<file path="src/rtl/ds3oi_pkg.sv">
package ds3oi_pkg;
  // index of each force request in the request vectors
  localparam int FI_OE   = 0;
  localparam int FI_P    = 1;
  localparam int FI_CP   = 2;
  localparam int FI_FEBE = 3;
  localparam int NUM_FORCE = 4;

  // subframe indices (zero based) that carry special overhead
  localparam int SF_P1   = 2;
  localparam int SF_P2   = 3;
  localparam int SF_MHI  = 5;
  localparam int SF_MLO  = 4;

  // block index of the first C bit in a subframe
  localparam int BLK_C1  = 2;
endpackage

</file>
<file path="src/rtl/ds3oi_position.sv">
module ds3oi_position #(
  parameter int BLK_BITS = 85,
  parameter int BLKS     = 8,
  parameter int SUBFRMS  = 7,
  localparam int BW = $clog2(BLK_BITS),
  localparam int KW = $clog2(BLKS),
  localparam int SW = $clog2(SUBFRMS)
) (
  input  logic          clk,
  input  logic          rst,
  input  logic          frm_sync,
  output logic [BW-1:0] bit_idx,
  output logic [KW-1:0] blk_idx,
  output logic [SW-1:0] sf_idx,
  output logic          frame_start,
  output logic          is_ovh
);
  localparam logic [BW-1:0] LAST_BIT = BW'(BLK_BITS - 1);
  localparam logic [KW-1:0] LAST_BLK = KW'(BLKS - 1);
  localparam logic [SW-1:0] LAST_SF  = SW'(SUBFRMS - 1);

  logic [BW-1:0] bit_q, bit_n;
  logic [KW-1:0] blk_q, blk_n;
  logic [SW-1:0] sf_q,  sf_n;

  // position of the bit on the input this cycle
  always_comb begin
    if (frm_sync) begin
      bit_idx = '0;
      blk_idx = '0;
      sf_idx  = '0;
    end else begin
      bit_idx = bit_q;
      blk_idx = blk_q;
      sf_idx  = sf_q;
    end
  end

  assign is_ovh      = (bit_idx == '0);
  assign frame_start = is_ovh && (blk_idx == '0) && (sf_idx == '0);

  // position of the following bit
  always_comb begin
    bit_n = bit_idx + BW'(1);
    blk_n = blk_idx;
    sf_n  = sf_idx;
    if (bit_idx == LAST_BIT) begin
      bit_n = '0;
      blk_n = blk_idx + KW'(1);
      if (blk_idx == LAST_BLK) begin
        blk_n = '0;
        sf_n  = (sf_idx == LAST_SF) ? '0 : sf_idx + SW'(1);
      end
    end
  end

  always_ff @(posedge clk) begin
    if (rst) begin
      bit_q <= '0;
      blk_q <= '0;
      sf_q  <= '0;
    end else begin
      bit_q <= bit_n;
      blk_q <= blk_n;
      sf_q  <= sf_n;
    end
  end
endmodule

</file>
<file path="src/rtl/ds3oi_parity.sv">
module ds3oi_parity (
  input  logic clk,
  input  logic rst,
  input  logic frame_start,
  input  logic pay_vld,
  input  logic din,
  output logic par_prev
);
  logic acc_q;

  always_ff @(posedge clk) begin
    if (rst) begin
      acc_q    <= 1'b0;
      par_prev <= 1'b0;
    end else if (frame_start) begin
      par_prev <= acc_q;
      acc_q    <= 1'b0;
    end else if (pay_vld) begin
      acc_q <= acc_q ^ din;
    end
  end
endmodule

</file>
<file path="src/rtl/ds3oi_force_arm.sv">
module ds3oi_force_arm (
  input  logic clk,
  input  logic rst,
  input  logic force_n,
  input  logic accept,
  input  logic cancel,
  input  logic consume,
  output logic fall,
  output logic armed
);
  logic prev_q;

  assign fall = prev_q & ~force_n;

  always_ff @(posedge clk) begin
    if (rst) begin
      prev_q <= 1'b1;
      armed  <= 1'b0;
    end else begin
      prev_q <= force_n;
      if (cancel)              armed <= 1'b0;
      else if (fall && accept) armed <= 1'b1;
      else if (consume)        armed <= 1'b0;
    end
  end
endmodule

</file>
<file path="src/rtl/ds3oi_top.sv">
module ds3oi_top #(
  parameter int BLK_BITS = 85,
  parameter int BLKS     = 8,
  parameter int SUBFRMS  = 7
) (
  input  logic clk,
  input  logic rst,
  input  logic frm_sync,
  input  logic tx_data,
  input  logic cbit_mode,
  input  logic ovh_en,
  input  logic force_oe_n,
  input  logic force_p_n,
  input  logic force_cp_n,
  input  logic force_febe_n,
  output logic line_bit,
  output logic line_fp,
  output logic line_ovh
);
  import ds3oi_pkg::*;

  localparam int BW = $clog2(BLK_BITS);
  localparam int KW = $clog2(BLKS);
  localparam int SW = $clog2(SUBFRMS);
  localparam logic [KW-1:0] BLK_LAST_C = KW'(BLKS - 2);

  logic [BW-1:0] bit_idx;
  logic [KW-1:0] blk_idx;
  logic [SW-1:0] sf_idx;
  logic          frame_start, is_ovh, par_prev;

  ds3oi_position #(.BLK_BITS(BLK_BITS), .BLKS(BLKS), .SUBFRMS(SUBFRMS)) pos_i (
    .clk(clk), .rst(rst), .frm_sync(frm_sync),
    .bit_idx(bit_idx), .blk_idx(blk_idx), .sf_idx(sf_idx),
    .frame_start(frame_start), .is_ovh(is_ovh)
  );

  ds3oi_parity par_i (
    .clk(clk), .rst(rst), .frame_start(frame_start),
    .pay_vld(!is_ovh), .din(tx_data), .par_prev(par_prev)
  );

  // overhead slot decode
  logic blk0, c_slot, c_first, c_last, sf_p1, sf_p2;
  logic p_slot1, p_slot2, cp_first, cp_slot, cp_last, fb_first, fb_slot, fb_last;

  assign blk0    = is_ovh && (blk_idx == '0);
  assign c_slot  = is_ovh && !blk_idx[0] && (blk_idx != '0);
  assign c_first = c_slot && (blk_idx == KW'(BLK_C1));
  assign c_last  = c_slot && (blk_idx == BLK_LAST_C);
  assign sf_p1   = (sf_idx == SW'(SF_P1));
  assign sf_p2   = (sf_idx == SW'(SF_P2));

  assign p_slot1  = blk0 && sf_p1;
  assign p_slot2  = blk0 && sf_p2;
  assign cp_slot  = cbit_mode && c_slot  && sf_p1;
  assign cp_first = cbit_mode && c_first && sf_p1;
  assign cp_last  = cbit_mode && c_last  && sf_p1;
  assign fb_slot  = cbit_mode && c_slot  && sf_p2;
  assign fb_first = cbit_mode && c_first && sf_p2;
  assign fb_last  = cbit_mode && c_last  && sf_p2;

  // force request arming
  logic [NUM_FORCE-1:0] force_n_v, accept_v, cancel_v, use_w, fall_w, arm_q;

  assign force_n_v = {force_febe_n, force_cp_n, force_p_n, force_oe_n};
  assign accept_v  = {cbit_mode, cbit_mode, 1'b1, ovh_en};
  assign cancel_v  = {!cbit_mode, !cbit_mode, 1'b0, 1'b0};
  assign use_w     = {fb_first, cp_first, p_slot1, is_ovh};

  for (genvar gi = 0; gi < NUM_FORCE; gi++) begin : g_arm
    ds3oi_force_arm arm_i (
      .clk(clk), .rst(rst), .force_n(force_n_v[gi]),
      .accept(accept_v[gi]), .cancel(cancel_v[gi]), .consume(use_w[gi]),
      .fall(fall_w[gi]), .armed(arm_q[gi])
    );
  end

  // multi-bit corruptions stay active for the rest of their field
  logic p_run, cp_run, fb_run;

  always_ff @(posedge clk) begin
    if (rst || frame_start) begin
      p_run  <= 1'b0;
      cp_run <= 1'b0;
      fb_run <= 1'b0;
    end else begin
      if (p_slot1 && arm_q[FI_P])        p_run <= 1'b1;
      else if (p_slot2)                  p_run <= 1'b0;
      if (cp_first && arm_q[FI_CP])      cp_run <= 1'b1;
      else if (cp_last)                  cp_run <= 1'b0;
      if (fb_first && arm_q[FI_FEBE])    fb_run <= 1'b1;
      else if (fb_last)                  fb_run <= 1'b0;
    end
  end

  // nominal bit
  logic base_bit, flip;

  always_comb begin
    base_bit = tx_data;
    if (is_ovh) begin
      if (blk_idx[0]) begin
        base_bit = (blk_idx == KW'(1)) || (blk_idx == KW'(BLKS - 1));
      end else if (blk_idx == '0) begin
        if (sf_idx < SW'(SF_P1))       base_bit = 1'b1;
        else if (sf_idx <= SW'(SF_P2)) base_bit = par_prev;
        else                           base_bit = (sf_idx == SW'(SF_MHI));
      end else if (cbit_mode && sf_p1) begin
        base_bit = par_prev;
      end else if (cbit_mode && sf_p2) begin
        base_bit = 1'b1;
      end
    end
  end

  always_comb begin
    flip = 1'b0;
    if (p_slot1 && arm_q[FI_P])             flip = ~flip;
    if (p_slot2 && p_run)                   flip = ~flip;
    if (cp_first && arm_q[FI_CP])           flip = ~flip;
    if (cp_slot && !cp_first && cp_run)     flip = ~flip;
    if (fb_first && arm_q[FI_FEBE])         flip = ~flip;
    if (fb_slot && !fb_first && fb_run)     flip = ~flip;
    if (is_ovh && arm_q[FI_OE])             flip = ~flip;
  end

  always_ff @(posedge clk) begin
    if (rst) begin
      line_bit <= 1'b0;
      line_fp  <= 1'b0;
      line_ovh <= 1'b0;
    end else begin
      line_bit <= base_bit ^ flip;
      line_fp  <= frame_start;
      line_ovh <= is_ovh;
    end
  end
endmodule

</file>
<file path="config.mk">
export PLATFORM = sky130hd
export DESIGN_NAME = ds3oi_top
export DESIGN_NICKNAME = d
export VERILOG_FILES = /design/src/rtl/ds3oi_pkg.sv /design/src/rtl/ds3oi_position.sv /design/src/rtl/ds3oi_parity.sv /design/src/rtl/ds3oi_force_arm.sv /design/src/rtl/ds3oi_top.sv
export SDC_FILE = /design/constraint.sdc
export NUM_CORES = 1
export LEC_CHECK = 0
export BUFFER_PORTS_ARGS = -buffer_cell sky130_fd_sc_hd__buf_2
export CORE_MARGIN = 2
export CORE_UTILIZATION = 43
export DETAILED_ROUTE_END_ITERATION = 10
export GPL_TIMING_DRIVEN = 0
export SYNTH_ARGS = -nofsm -noshare
export SYNTH_HDL_FRONTEND = slang
export SYNTH_SLANG_ARGS = --single-unit
</file>
<file path="constraint.sdc">
create_clock -name clk -period 5.17 [get_ports clk]
set_clock_uncertainty 0.2 [all_clocks]
set_input_delay 1.034 -clock clk [delete_from_list [all_inputs] [get_ports clk]]
set_output_delay 1.034 -clock clk [all_outputs]
set_load 0.1 [all_outputs]
</file>
==> impl_table.tex <==
\begin{tabular}{lr}
\hline
Metric & Value \\
\hline
\multicolumn{2}{l}{\textbf{Final layout}} \\
Final \#Nets & 216 \\
Number of antenna cells inserted & 0 \\
Combined area of the multi-input logic cells & 897.1 µm² \\
Design Area, Final & 1714 µm² \\
Share of post-route cells with drive strength above 1 & 0.1667 \\
Syn-to-layout area delta & 10.84\% \\
Number of fill cells & 314 \\
Sequential cell area & 580.6 µm² \\
\multicolumn{2}{l}{\textbf{Global route}} \\
First-pass GRT wire length & 5.809 mm \\
Number of antenna violations at the first check in global routing & 0 \\
Pin count of the biggest net entering global routing & 11 \\
Overall fraction of global-route tracks in use & 0.1819 \\
Sum of overflow across all layers after global routing & 0 \\
Number of global-route vias before repair & 1,298 \\
\multicolumn{2}{l}{\textbf{Floorplan}} \\
Number of primary I/O pins & 13 \\
Y dimension of the die & 63.97 µm \\
Site Rows & 21 \\
Total die area & 4092 µm² \\
Core area & 3390 µm² \\
Die extent in x & 63.97 µm \\
Initial core utilization & 0.4563 \\
\multicolumn{2}{l}{\textbf{Route}} \\
Drt first pass iters & 4 \\
Initial detailed-routing violation count & 52 \\
DR vias & 1,325 \\
Routed Wire Length & 3.293 mm \\
Drc violations & 0 \\
DR vias/cell & 5.430 \\
Routed Antenna Nets & 0 \\
Detail-routed net length per standard cell & 13.50 µm \\
\multicolumn{2}{l}{\textbf{Pwr}} \\
Combinational share of power & 0.113 \\
Peak supply drop & 0.1436 mV \\
Power density relative to cell area & 243.9 nW/µm² \\
Switching power total & 109.9 µW \\
Fraction of power consumed by sequential logic & 0.557 \\
Post-layout power & 418.0 µW \\
Switching share of total power & 0.2629 \\
Cell leakage power & 0.6804 nW \\
Cell-internal power & 308.1 µW \\
Share of total power in the clock network & 0.331 \\
\multicolumn{2}{l}{\textbf{Clock tree}} \\
Clk\_lat worst skew & 320 ps \\
Post-CTS Resized & 0 \\
TritonCTS buffer count & 5 \\
Clock tree buffer depth & 2 \\
Num Clock Sinks & 29 \\
Buffer cell driving the clock tree root & sky130\_fd\_sc\_hd\_\_clkbuf\_4 \\
Deepest level of the CTS H-tree & 2 \\
Clock transition at the register clock pins on the worst setup and hold paths after CTS & 90 ps \\
Setup Fix Bufs, Post-CTS & 0 \\
Number of buffers added to fix hold violations after cts & 0 \\
Clock tree from TritonCTS & done \\
\multicolumn{2}{l}{\textbf{STA}} \\
Transition time at the pin with the least slew margin & 513.0 ps \\
Relative slew slack & 0.6580 \\
Final critical delay including setup and external delays & 3129 ps \\
Hold violation total from the final report & 0 \\
Final period utilization & 0.6052 \\
Final count of negative-setup-slack endpoints & 0 \\
Summed negative setup slack over all endpoints & 0 ps \\
Max-slew violation count & 0 \\
Highest Clock Rate & 0.3196 GHz \\
RSZ-0062 raised after global routing & false \\
\multicolumn{2}{l}{\textbf{Logic synthesis}} \\
Number of standard cells after synthesis & 180 \\
Area leader, netlist & sky130\_fd\_sc\_hd\_\_dfxtp\_1 \\
Top\_reg\_cell synth & sky130\_fd\_sc\_hd\_\_dfxtp\_1 \\
Nets in the synthesized netlist & 198 \\
Number of enable flip-flop cells after synthesis & 0 \\
Most instantiated library cell after synthesis & sky130\_fd\_sc\_hd\_\_dfxtp\_1 \\
Combined area of all synthesized cells & 1546 µm² \\
Count of state elements after synthesis & 29 \\
Average cell area after synthesis & 8.592 µm² \\
Netlist cell types & 49 \\
Share of the synthesized area in the top cell type & 0.3754 \\
Share of flip-flops with an asynchronous set or reset & 0 \\
Top post-synthesis cells by area & sky130\_fd\_sc\_hd\_\_dfxtp\_1 (38\%), sky130\_fd\_sc\_hd\_\_ha\_1 (6.5\%), sky130\_fd\_sc\_hd\_\_nor2\_1 (6.1\%) \\
Cell types with the highest counts after synthesis & sky130\_fd\_sc\_hd\_\_dfxtp\_1 (29), sky130\_fd\_sc\_hd\_\_nor2\_1 (25), sky130\_fd\_sc\_hd\_\_nand2\_1 (14) \\
Sequential element share of the synthesized area & 0.3754 \\
Warnings, synthesis & 0 \\
\multicolumn{2}{l}{\textbf{Critical path}} \\
Critical path arrival & 3190 ps \\
Required time worst endpoint & 5230 ps \\
Crit. End Element & flip-flop \\
Critical path fanouts, max & 10 \\
Category of the worst setup path launch point & primary input \\
Critical Setup Path Class & primary input to flip-flop \\
\multicolumn{2}{l}{\textbf{Run}} \\
Number of max-capacitance violations reported & 0 \\
\multicolumn{2}{l}{\textbf{Placement}} \\
Detailed-placement wirelength estimate & 2.436 mm \\
GP Congestion & 0.8330 \\
Count of port buffers added during placement & 11 \\
Cell area after placement & 1659 µm² \\
\multicolumn{2}{l}{\textbf{Hold path}} \\
Hold/Removal Path Class & flip-flop to flip-flop \\
\multicolumn{2}{l}{\textbf{Status}} \\
Result of the run & complete, no violations \\
\hline
\end{tabular}
## cells by family (layout without fill, tap and decap cells)
family                   after synthesis  count (layout)  share of synthesized area
AND/OR/NAND/NOR                       86              86                     0.3099
AO/OA/AOI/OAI                         31              31                     0.1392
flip-flops                            29              29                     0.3754
XOR/XNOR                               8               8                    0.04531
multiplexers                           3               3                    0.02103
buffers and inverters                 15              33                    0.04449
adder cells (fa/ha/maj)                8               8                    0.06473
## final cells by class
type,instances,area share
multi-input combinational,136,0.5234
timing repair buffer,11,0.03212
tap,46,0.03358
inverter,9,0.01971
clock buffer,7,0.03212
sequential,29,0.3387
buffer,6,0.02044
## metal layers
layer | routed length, µm | vias to the layer above | part of all wire | GRT usage
met5 | 0 | - | 0 | 0
met4 | 46 | 0 | 0.014 | 0.08424
met3 | 179 | 5 | 0.054 | 0.04754
met2 | 1448 | 31 | 0.44 | 0.2826
met1 | 1619 | 623 | 0.49 | 0.2342
li1 | - | 666 | - | -
## sequential cells by signal, summed over array words and instances (netlist names)
name / flops
cp_run: 1
fb_run: 1
g_arm.arm_i.armed: 4
g_arm.arm_i.prev_q: 4
line_bit: 1
line_fp: 1
line_ovh: 1
p_run: 1
par_i.acc_q: 1
par_i.par_prev: 1
pos_i.bit_q: 7
pos_i.blk_q: 3
pos_i.sf_q: 3
## critical path, cell delays in order
cell and delay [ps]:
sky130_fd_sc_hd__buf_6 120, sky130_fd_sc_hd__clkbuf_1 340, sky130_fd_sc_hd__nand2b_1 230, sky130_fd_sc_hd__inv_1 100, sky130_fd_sc_hd__ha_1 260, sky130_fd_sc_hd__a221o_1 360
sky130_fd_sc_hd__a311oi_2 260, sky130_fd_sc_hd__xnor2_1 130, sky130_fd_sc_hd__a211o_1 250, sky130_fd_sc_hd__a21oi_2 110
## cell usage in the layout (no fill, tap or decap), types with 3 or more instances in the layout
master                      n
sky130_fd_sc_hd__nand2_1   14
sky130_fd_sc_hd__nor2b_1    5
sky130_fd_sc_hd__inv_1      8
sky130_fd_sc_hd__clkbuf_4   5
sky130_fd_sc_hd__nor2_1    25
sky130_fd_sc_hd__nand4_1    3
sky130_fd_sc_hd__a21oi_1    9
sky130_fd_sc_hd__buf_2     12
sky130_fd_sc_hd__dfxtp_1   29
sky130_fd_sc_hd__or2_2      4
sky130_fd_sc_hd__xnor2_1    6
sky130_fd_sc_hd__o21ai_1    3
sky130_fd_sc_hd__a211oi_1   3
sky130_fd_sc_hd__clkbuf_1   4
sky130_fd_sc_hd__o211ai_1   3
sky130_fd_sc_hd__nand3_1    3
sky130_fd_sc_hd__nand2b_1   9
sky130_fd_sc_hd__ha_1       8
sky130_fd_sc_hd__nor3_1     7
## final timing paths
| path | start | endpoint | slack, ps | cells past startpoint |
|---|---|---|---|---|
| max | frm_sync | line_bit | 2040 | 10 |
| min | g_arm[3].arm_i.prev_q | g_arm[3].arm_i.armed | 250 | 2 |
| max reg2reg | pos_i.sf_q[2] | line_bit | 2710 | 10 |
| min reg2reg | g_arm[3].arm_i.prev_q | g_arm[3].arm_i.armed | 250 | 2 |
## per-stage QoR
stage	cells	setup WS, ps	hold WS, ps	utilization
2_1_floorplan	180	2043	228.7	-
3_3_place_gp	237	1768	238.8	0.4895
3_5_place_dp	237	1739	242.2	0.4895
4_1_cts	244	2074	253.8	0.5057
5_1_grt	244	1768	273.1	0.5057
6_report	244	2041	249.6	0.5057
## power groups by stage
stage,Combinational (mW),Clock (mW),Sequential (mW)
finish,0.0470,0.138,0.233
global route,0.0511,0.157,0.234
CTS,0.0472,0.143,0.233
detailed placement,0.0471,0,0.238
global placement,0.0460,0,0.238
floorplan,0.0213,0,0.252
(Power assumes the default switching activity.)
